==> src/rtl/esq_pkg.sv <==
package esq_pkg;
    typedef enum logic [2:0] {
        ST_IDLE,
        ST_WIN,
        ST_ERASE,
        ST_SPWAIT,
        ST_SUSP,
        ST_FAIL
    } esq_state_e;

    // status byte bit positions
    localparam int SB_DONE    = 7;
    localparam int SB_OPTOG   = 6;
    localparam int SB_ERR     = 5;
    localparam int SB_STARTED = 3;
    localparam int SB_BLKTOG  = 2;
endpackage

==> src/rtl/esq_blkset.sv <==
module esq_blkset #(
    parameter int NB = 8,
    parameter int BW = 3
) (
    input  logic [NB-1:0] set_q,
    input  logic [BW-1:0] add_blk,
    input  logic [BW-1:0] qry_blk,
    output logic [NB-1:0] add_mask,
    output logic [NB-1:0] set_with,
    output logic          hit
);
    logic [NB-1:0] hit_vec;

    for (genvar g = 0; g < NB; g++) begin : g_bit
        assign add_mask[g] = (add_blk == BW'(g));
        assign set_with[g] = set_q[g] | add_mask[g];
        assign hit_vec[g]  = set_q[g] & (qry_blk == BW'(g));
    end

    assign hit = |hit_vec;
endmodule

==> src/rtl/esq_status.sv <==
module esq_status
    import esq_pkg::*;
(
    input  esq_state_e  fsm,
    input  logic        same_bank,
    input  logic        hit,
    input  logic        t6,
    input  logic        t2,
    output logic        is_stat,
    output logic [7:0]  sbyte,
    output logic        flip6,
    output logic        flip2
);
    always_comb begin
        is_stat = 1'b0;
        sbyte   = 8'h00;
        flip6   = 1'b0;
        flip2   = 1'b0;
        unique case (fsm)
            ST_WIN, ST_ERASE, ST_SPWAIT, ST_FAIL: begin
                if (same_bank) begin
                    is_stat            = 1'b1;
                    sbyte[SB_OPTOG]    = t6;
                    flip6              = 1'b1;
                    sbyte[SB_ERR]      = (fsm == ST_FAIL);
                    sbyte[SB_STARTED]  = (fsm != ST_WIN);
                    if (hit) begin
                        sbyte[SB_BLKTOG] = t2;
                        flip2            = 1'b1;
                    end
                end
            end
            ST_SUSP: begin
                if (same_bank && hit) begin
                    is_stat           = 1'b1;
                    sbyte[SB_DONE]    = 1'b1;
                    sbyte[SB_OPTOG]   = 1'b1;
                    sbyte[SB_STARTED] = 1'b1;
                    sbyte[SB_BLKTOG]  = t2;
                    flip2             = 1'b1;
                end
            end
            default: ;
        endcase
    end
endmodule

==> src/rtl/esq_top.sv <==
module esq_top
    import esq_pkg::*;
#(
    parameter int NUM_BLOCKS = 8,
    parameter int WIN_CYC    = 20,
    parameter int ERASE_CYC  = 40,
    parameter int SUSP_LAT   = 4,
    localparam int BW        = (NUM_BLOCKS > 1) ? $clog2(NUM_BLOCKS) : 1
) (
    input  logic          clk,
    input  logic          rst_n,
    input  logic          cfm_vld,
    input  logic [BW-1:0] cfm_blk,
    input  logic          cfm_bank,
    input  logic          susp_req,
    input  logic          resume_req,
    input  logic          resume_bank,
    input  logic          rdrst_req,
    input  logic          fail_inj,
    input  logic          qry_vld,
    input  logic [BW-1:0] qry_blk,
    input  logic          qry_bank,
    output logic          busy_o,
    output logic          suspended_o,
    output logic          rd_is_stat_o,
    output logic [7:0]    stat_o
);
    localparam int CNT_MAX = (WIN_CYC > SUSP_LAT) ? WIN_CYC : SUSP_LAT;
    localparam int CW      = $clog2(CNT_MAX + 1);
    localparam int EW      = $clog2(ERASE_CYC + 1);
    localparam logic [CW-1:0] WIN_RLD = CW'(WIN_CYC - 1);
    localparam logic [CW-1:0] LAT_RLD = CW'(SUSP_LAT - 1);
    localparam logic [EW-1:0] ERS_RLD = EW'(ERASE_CYC - 1);

    typedef struct packed {
        esq_state_e            fsm;
        logic                  bank;
        logic [NUM_BLOCKS-1:0] set;
        logic [CW-1:0]         cnt;
        logic [EW-1:0]         ers;
        logic                  t6;
        logic                  t2;
        logic                  is_stat;
        logic [7:0]            stat;
    } esq_regs_t;

    esq_regs_t cur_q, nxt_d;

    logic [NUM_BLOCKS-1:0] add_mask, set_with;
    logic                  hit;
    logic                  f_is, f6, f2;
    logic [7:0]            f_byte;

    esq_blkset #(.NB(NUM_BLOCKS), .BW(BW)) u_set (
        .set_q    (cur_q.set),
        .add_blk  (cfm_blk),
        .qry_blk  (qry_blk),
        .add_mask (add_mask),
        .set_with (set_with),
        .hit      (hit)
    );

    esq_status u_fmt (
        .fsm       (cur_q.fsm),
        .same_bank (qry_bank == cur_q.bank),
        .hit       (hit),
        .t6        (cur_q.t6),
        .t2        (cur_q.t2),
        .is_stat   (f_is),
        .sbyte     (f_byte),
        .flip6     (f6),
        .flip2     (f2)
    );

    always_comb begin
        nxt_d = cur_q;
        unique case (cur_q.fsm)
            ST_IDLE: begin
                if (cfm_vld) begin
                    nxt_d.fsm  = ST_WIN;
                    nxt_d.bank = cfm_bank;
                    nxt_d.set  = add_mask;
                    nxt_d.cnt  = WIN_RLD;
                end
            end
            ST_WIN: begin
                if (rdrst_req || (cfm_vld && cfm_bank != cur_q.bank)) begin
                    nxt_d.fsm = ST_IDLE;
                    nxt_d.set = '0;
                end else if (cfm_vld) begin
                    nxt_d.set = set_with;
                    nxt_d.cnt = WIN_RLD;
                end else if (cur_q.cnt == '0) begin
                    nxt_d.fsm = ST_ERASE;
                    nxt_d.ers = ERS_RLD;
                end else begin
                    nxt_d.cnt = cur_q.cnt - 1'b1;
                end
            end
            ST_ERASE, ST_SPWAIT: begin
                if (cur_q.ers == '0) begin
                    nxt_d.fsm = fail_inj ? ST_FAIL : ST_IDLE;
                    if (!fail_inj) nxt_d.set = '0;
                end else begin
                    nxt_d.ers = cur_q.ers - 1'b1;
                    if (cur_q.fsm == ST_ERASE) begin
                        if (susp_req) begin
                            nxt_d.fsm = ST_SPWAIT;
                            nxt_d.cnt = LAT_RLD;
                        end
                    end else if (cur_q.cnt == '0) begin
                        nxt_d.fsm = ST_SUSP;
                    end else begin
                        nxt_d.cnt = cur_q.cnt - 1'b1;
                    end
                end
            end
            ST_SUSP: begin
                if (resume_req && resume_bank == cur_q.bank) nxt_d.fsm = ST_ERASE;
            end
            ST_FAIL: begin
                if (rdrst_req) begin
                    nxt_d.fsm = ST_IDLE;
                    nxt_d.set = '0;
                end
            end
            default: nxt_d.fsm = ST_IDLE;
        endcase

        if (qry_vld) begin
            nxt_d.is_stat = f_is;
            nxt_d.stat    = f_byte;
            if (f6) nxt_d.t6 = ~cur_q.t6;
            if (f2) nxt_d.t2 = ~cur_q.t2;
        end
    end

    always_ff @(posedge clk or negedge rst_n) begin
        if (!rst_n) begin
            cur_q     <= '0;
            cur_q.fsm <= ST_IDLE;
        end else begin
            cur_q <= nxt_d;
        end
    end

    assign busy_o       = (cur_q.fsm != ST_IDLE);
    assign suspended_o  = (cur_q.fsm == ST_SUSP);
    assign rd_is_stat_o = cur_q.is_stat;
    assign stat_o       = cur_q.stat;
endmodule

==> config.mk <==
export PLATFORM = sky130hd
export DESIGN_NAME = esq_top
export DESIGN_NICKNAME = d
export VERILOG_FILES = /design/src/rtl/esq_pkg.sv /design/src/rtl/esq_blkset.sv /design/src/rtl/esq_status.sv /design/src/rtl/esq_top.sv
export SDC_FILE = /design/constraint.sdc
export NUM_CORES = 1
export LEC_CHECK = 0
export BUFFER_PORTS_ARGS = -buffer_cell sky130_fd_sc_hd__buf_4
export CAP_MARGIN = 20
export CORE_MARGIN = 10
export CORE_UTILIZATION = 29
export CTS_CLUSTER_SIZE = 16
export DETAILED_ROUTE_END_ITERATION = 8
export PLACE_DENSITY = 0.52
export REMOVE_ABC_BUFFERS = 1
export SETUP_SLACK_MARGIN = 0.5
export SLEW_MARGIN = 20
export SYNTH_ARGS = -nofsm -noshare
export SYNTH_HDL_FRONTEND = slang
export SYNTH_HIERARCHICAL = 1
export SYNTH_SLANG_ARGS = --single-unit
==> constraint.sdc <==
create_clock -name clk -period 3.04 [get_ports clk]
set_input_delay 0.76 -clock clk [delete_from_list [all_inputs] [get_ports clk]]
set_output_delay 0.76 -clock clk [all_outputs]
set_load 0.005 [all_outputs]
==> impl_metrics.json <==
{
  "hold_viol_final": 0,
  "ant_nets": 0,
  "worst_setup_path_start_kind": "register",
  "cp_data_required_time_ns": 3.24,
  "synth_cell_types": 59,
  "finalSetupViolations": 0,
  "synth-edff-count": 0,
  "start_util_pct": 29.7,
  "wl_per_cell_um": 14.5,
  "cts_tree": "done",
  "seq_area_frac_synth_pct": 37.3,
  "core_mm2": 0.00769,
  "irDropWorstVdd_uv": 275,
  "die_x_um": 109,
  "leakage_nw": 1.20,
  "antenna_found_initial": 0,
  "grt_max_degree": 35,
  "insertion_delay_ns": 0.28,
  "die_h_um": 109,
  "synthCells": 231,
  "cp_top_family": "compound AO/OA/AOI/OAI gates",
  "max_freq_mhz": 441,
  "syn-cell-area_mm2": 0.00228,
  "async_flop_share_pct": 100,
  "cts_resized": 0,
  "htreeDepth": 2,
  "end_kind": "register",
  "mostFrequentLayoutCells": "34 x dfrtp_1, 32 x buf_4, 20 x mux2_2",
  "rows": 32,
  "grt_pass1_vias": 1653,
  "synth_flop_cell": "dfrtp_1",
  "hpwl_mm": 3.72,
  "slew_headroom_pct": 52.8,
  "powerDensity_mw_per_mm2": 846,
  "drc": 0,
  "first_pass_iters": 4,
  "fillCellCount": 810,
  "syn_area_per_cell_um2": 9.87,
  "critical_path_class": "reg -> reg",
  "rsz0062_at_grt": "no",
  "slowest_delay_ns": 0.56,
  "area_growth_pct": 14.5,
  "period_needed_ns": 2.27,
  "path_max_fanout": 8,
  "wl_mm": 5.12,
  "routed-via-count": 1710,
  "grt_pass1_wl_mm": 8.48,
  "drtIter0Drc": 100,
  "post-cts-setup-buffers": 0,
  "worst_pin_slew_ns": 0.708,
  "skew_ns": 0.00615,
  "path_buf_inv": 2,
  "dp_worst_setup_slack_ns": 0.513,
  "slew_viol_final": 0,
  "final_common_cell": "dfrtp_1",
  "fin_tns_setup_ns": 0,
  "outcome": "completed",
  "arrival_ns": 2.47,
  "layout_setup_ws_ns": 0.774,
  "layout-drive-gt1-share_pct": 32.3,
  "ys_ff_latch": 34,
  "clock_tree.buffer_depth": 2,
  "cts.sinks": 34,
  "port_buffers": 27,
  "finalNetCount": 270,
  "numCtsBuffers": 5,
  "hold_path.class": "in -> async",
  "clk_pin_slew_worst_paths_ns": 0.07,
  "ctsHoldBuffers": 0,
  "via_per_inst": 4.84,
  "grt_overflow_total": 0,
  "post-route-period-util_pct": 74.5,
  "grt_use_total_pct": 8.76,
  "critPathSlowestCell": "a21oi_1",
  "antennaDiodeCount": 0,
  "yosysWarnings": 6,
  "globalplace.congestion": 0.775,
  "io_pins": 28,
  "path_cells": "inv_1 -> ha_1 -> nor4b_1 -> buf_4 -> nand4b_1 -> a21oi_1 -> o21ai_0 -> a22oi_1",
  "clock-root-buffer": "clkbuf_8",
  "fp.dieArea_mm2": 0.0118,
  "maxCapViolations": 0
}
==> state kept, by name (all words and copies together) (netlist names) <==
| register | flops |
|---|---|
| rd_is_stat_o | 1 |
| cur_q | 25 |
| stat_o | 8 |
==> final timing paths <==
check                           startpoint   endpoint  slack (ns)  depth (start not counted)
worst max-delay path             cur_q[17]  cur_q[16]        0.77                          8
worst min-delay path                 rst_n  stat_o[4]        0.42                          1
worst max register to register   cur_q[17]  cur_q[16]        0.77                          8
worst min register to register    cur_q[9]   cur_q[9]        0.47                          1
max in group asynchronous            rst_n  cur_q[15]        2.30                          1
min in group clk                  cur_q[9]   cur_q[9]        0.47                          1
==> cell usage after synthesis (all sizes together), types with 3 or more instances <==
library cell  number  area, µm²
buf               17        119
a21oi              7       35.0
o22ai              3       18.8
nand2             15       56.3
nand2b             3       18.8
xnor2              3       26.3
nor3               5       25.0
ha                 3       37.5
a22o              12        115
nand3b             3       22.5
and3               4       25.0
clkbuf             5       20.0
o21ai             11       55.1
o21bai             3       22.5
mux2              22        248
inv                9       33.8
a21o               3       23.8
or2                6       37.5
dfrtp             34        851
nor3b              4       30.0
a211oi             3       32.5
nor2              17       63.8
nor2b              4       25.0
==> kinds of logic (layout without fill, tap and decap cells) <==
| group | after synthesis | after routing | share of synthesized area [%] |
|---|---|---|---|
| buffers and inverters | 31 | 49 | 7.57 |
| adder cells (fa/ha/maj) | 3 | 3 | 1.65 |
| XOR/XNOR | 5 | 5 | 1.92 |
| flip-flops | 34 | 34 | 37.3 |
| AO/OA/AOI/OAI | 58 | 58 | 20.1 |
| AND/OR/NAND/NOR | 75 | 75 | 18.1 |
| multiplexers | 24 | 24 | 13.2 |
| other | 1 | 3 | 0.164 |
==> layer usage <==
| layer | part of all wire [%] | up-vias | track usage [%] |
|---|---|---|---|
| li1 | - | 861 | - |
| met1 | 49 | 824 | 11.8 |
| met2 | 47 | 23 | 13.6 |
| met3 | 2.8 | 2 | 2.42 |
| met4 | 0.49 | 0 | 1.98 |
| met5 | 0 | - | 0 |
==> area by class of cell <==
class	count	area [µm²]	area share [%]
repair buffers	32	240	9.20
clock inverters	2	12.5	0.479
inverters	9	33.8	1.29
clock buffers	6	82.6	3.16
well taps	102	128	4.89
multi-input cells	168	1260	48.4
flip-flops and latches	34	851	32.6
==> report_power, final <==
part / internal [mW] / switching, mW
Combinational: 0.531 / 0.588
Clock: 0.182 / 0.175
Sequential: 0.598 / 0.134
Total: 1.31 / 0.896
==> per-stage QoR <==
step | power [mW] | hold slack, ns | instances | area, µm² | utilization [%]
final | 2.21 | 0.417 | 353 | 2610 | 34.0
after global routing | 2.41 | 0.440 | 353 | 2610 | 34.0
after CTS | 2.23 | 0.431 | 353 | 2610 | 34.0
after detailed placement | 1.86 | 0.466 | 345 | 2520 | 32.7
after global placement | 1.85 | 0.452 | 345 | 2520 | 32.7
after floorplan | 1.50 | 0.437 | 211 | 2150 | -
No activity file was read; power rests on OpenSTA's default activity.
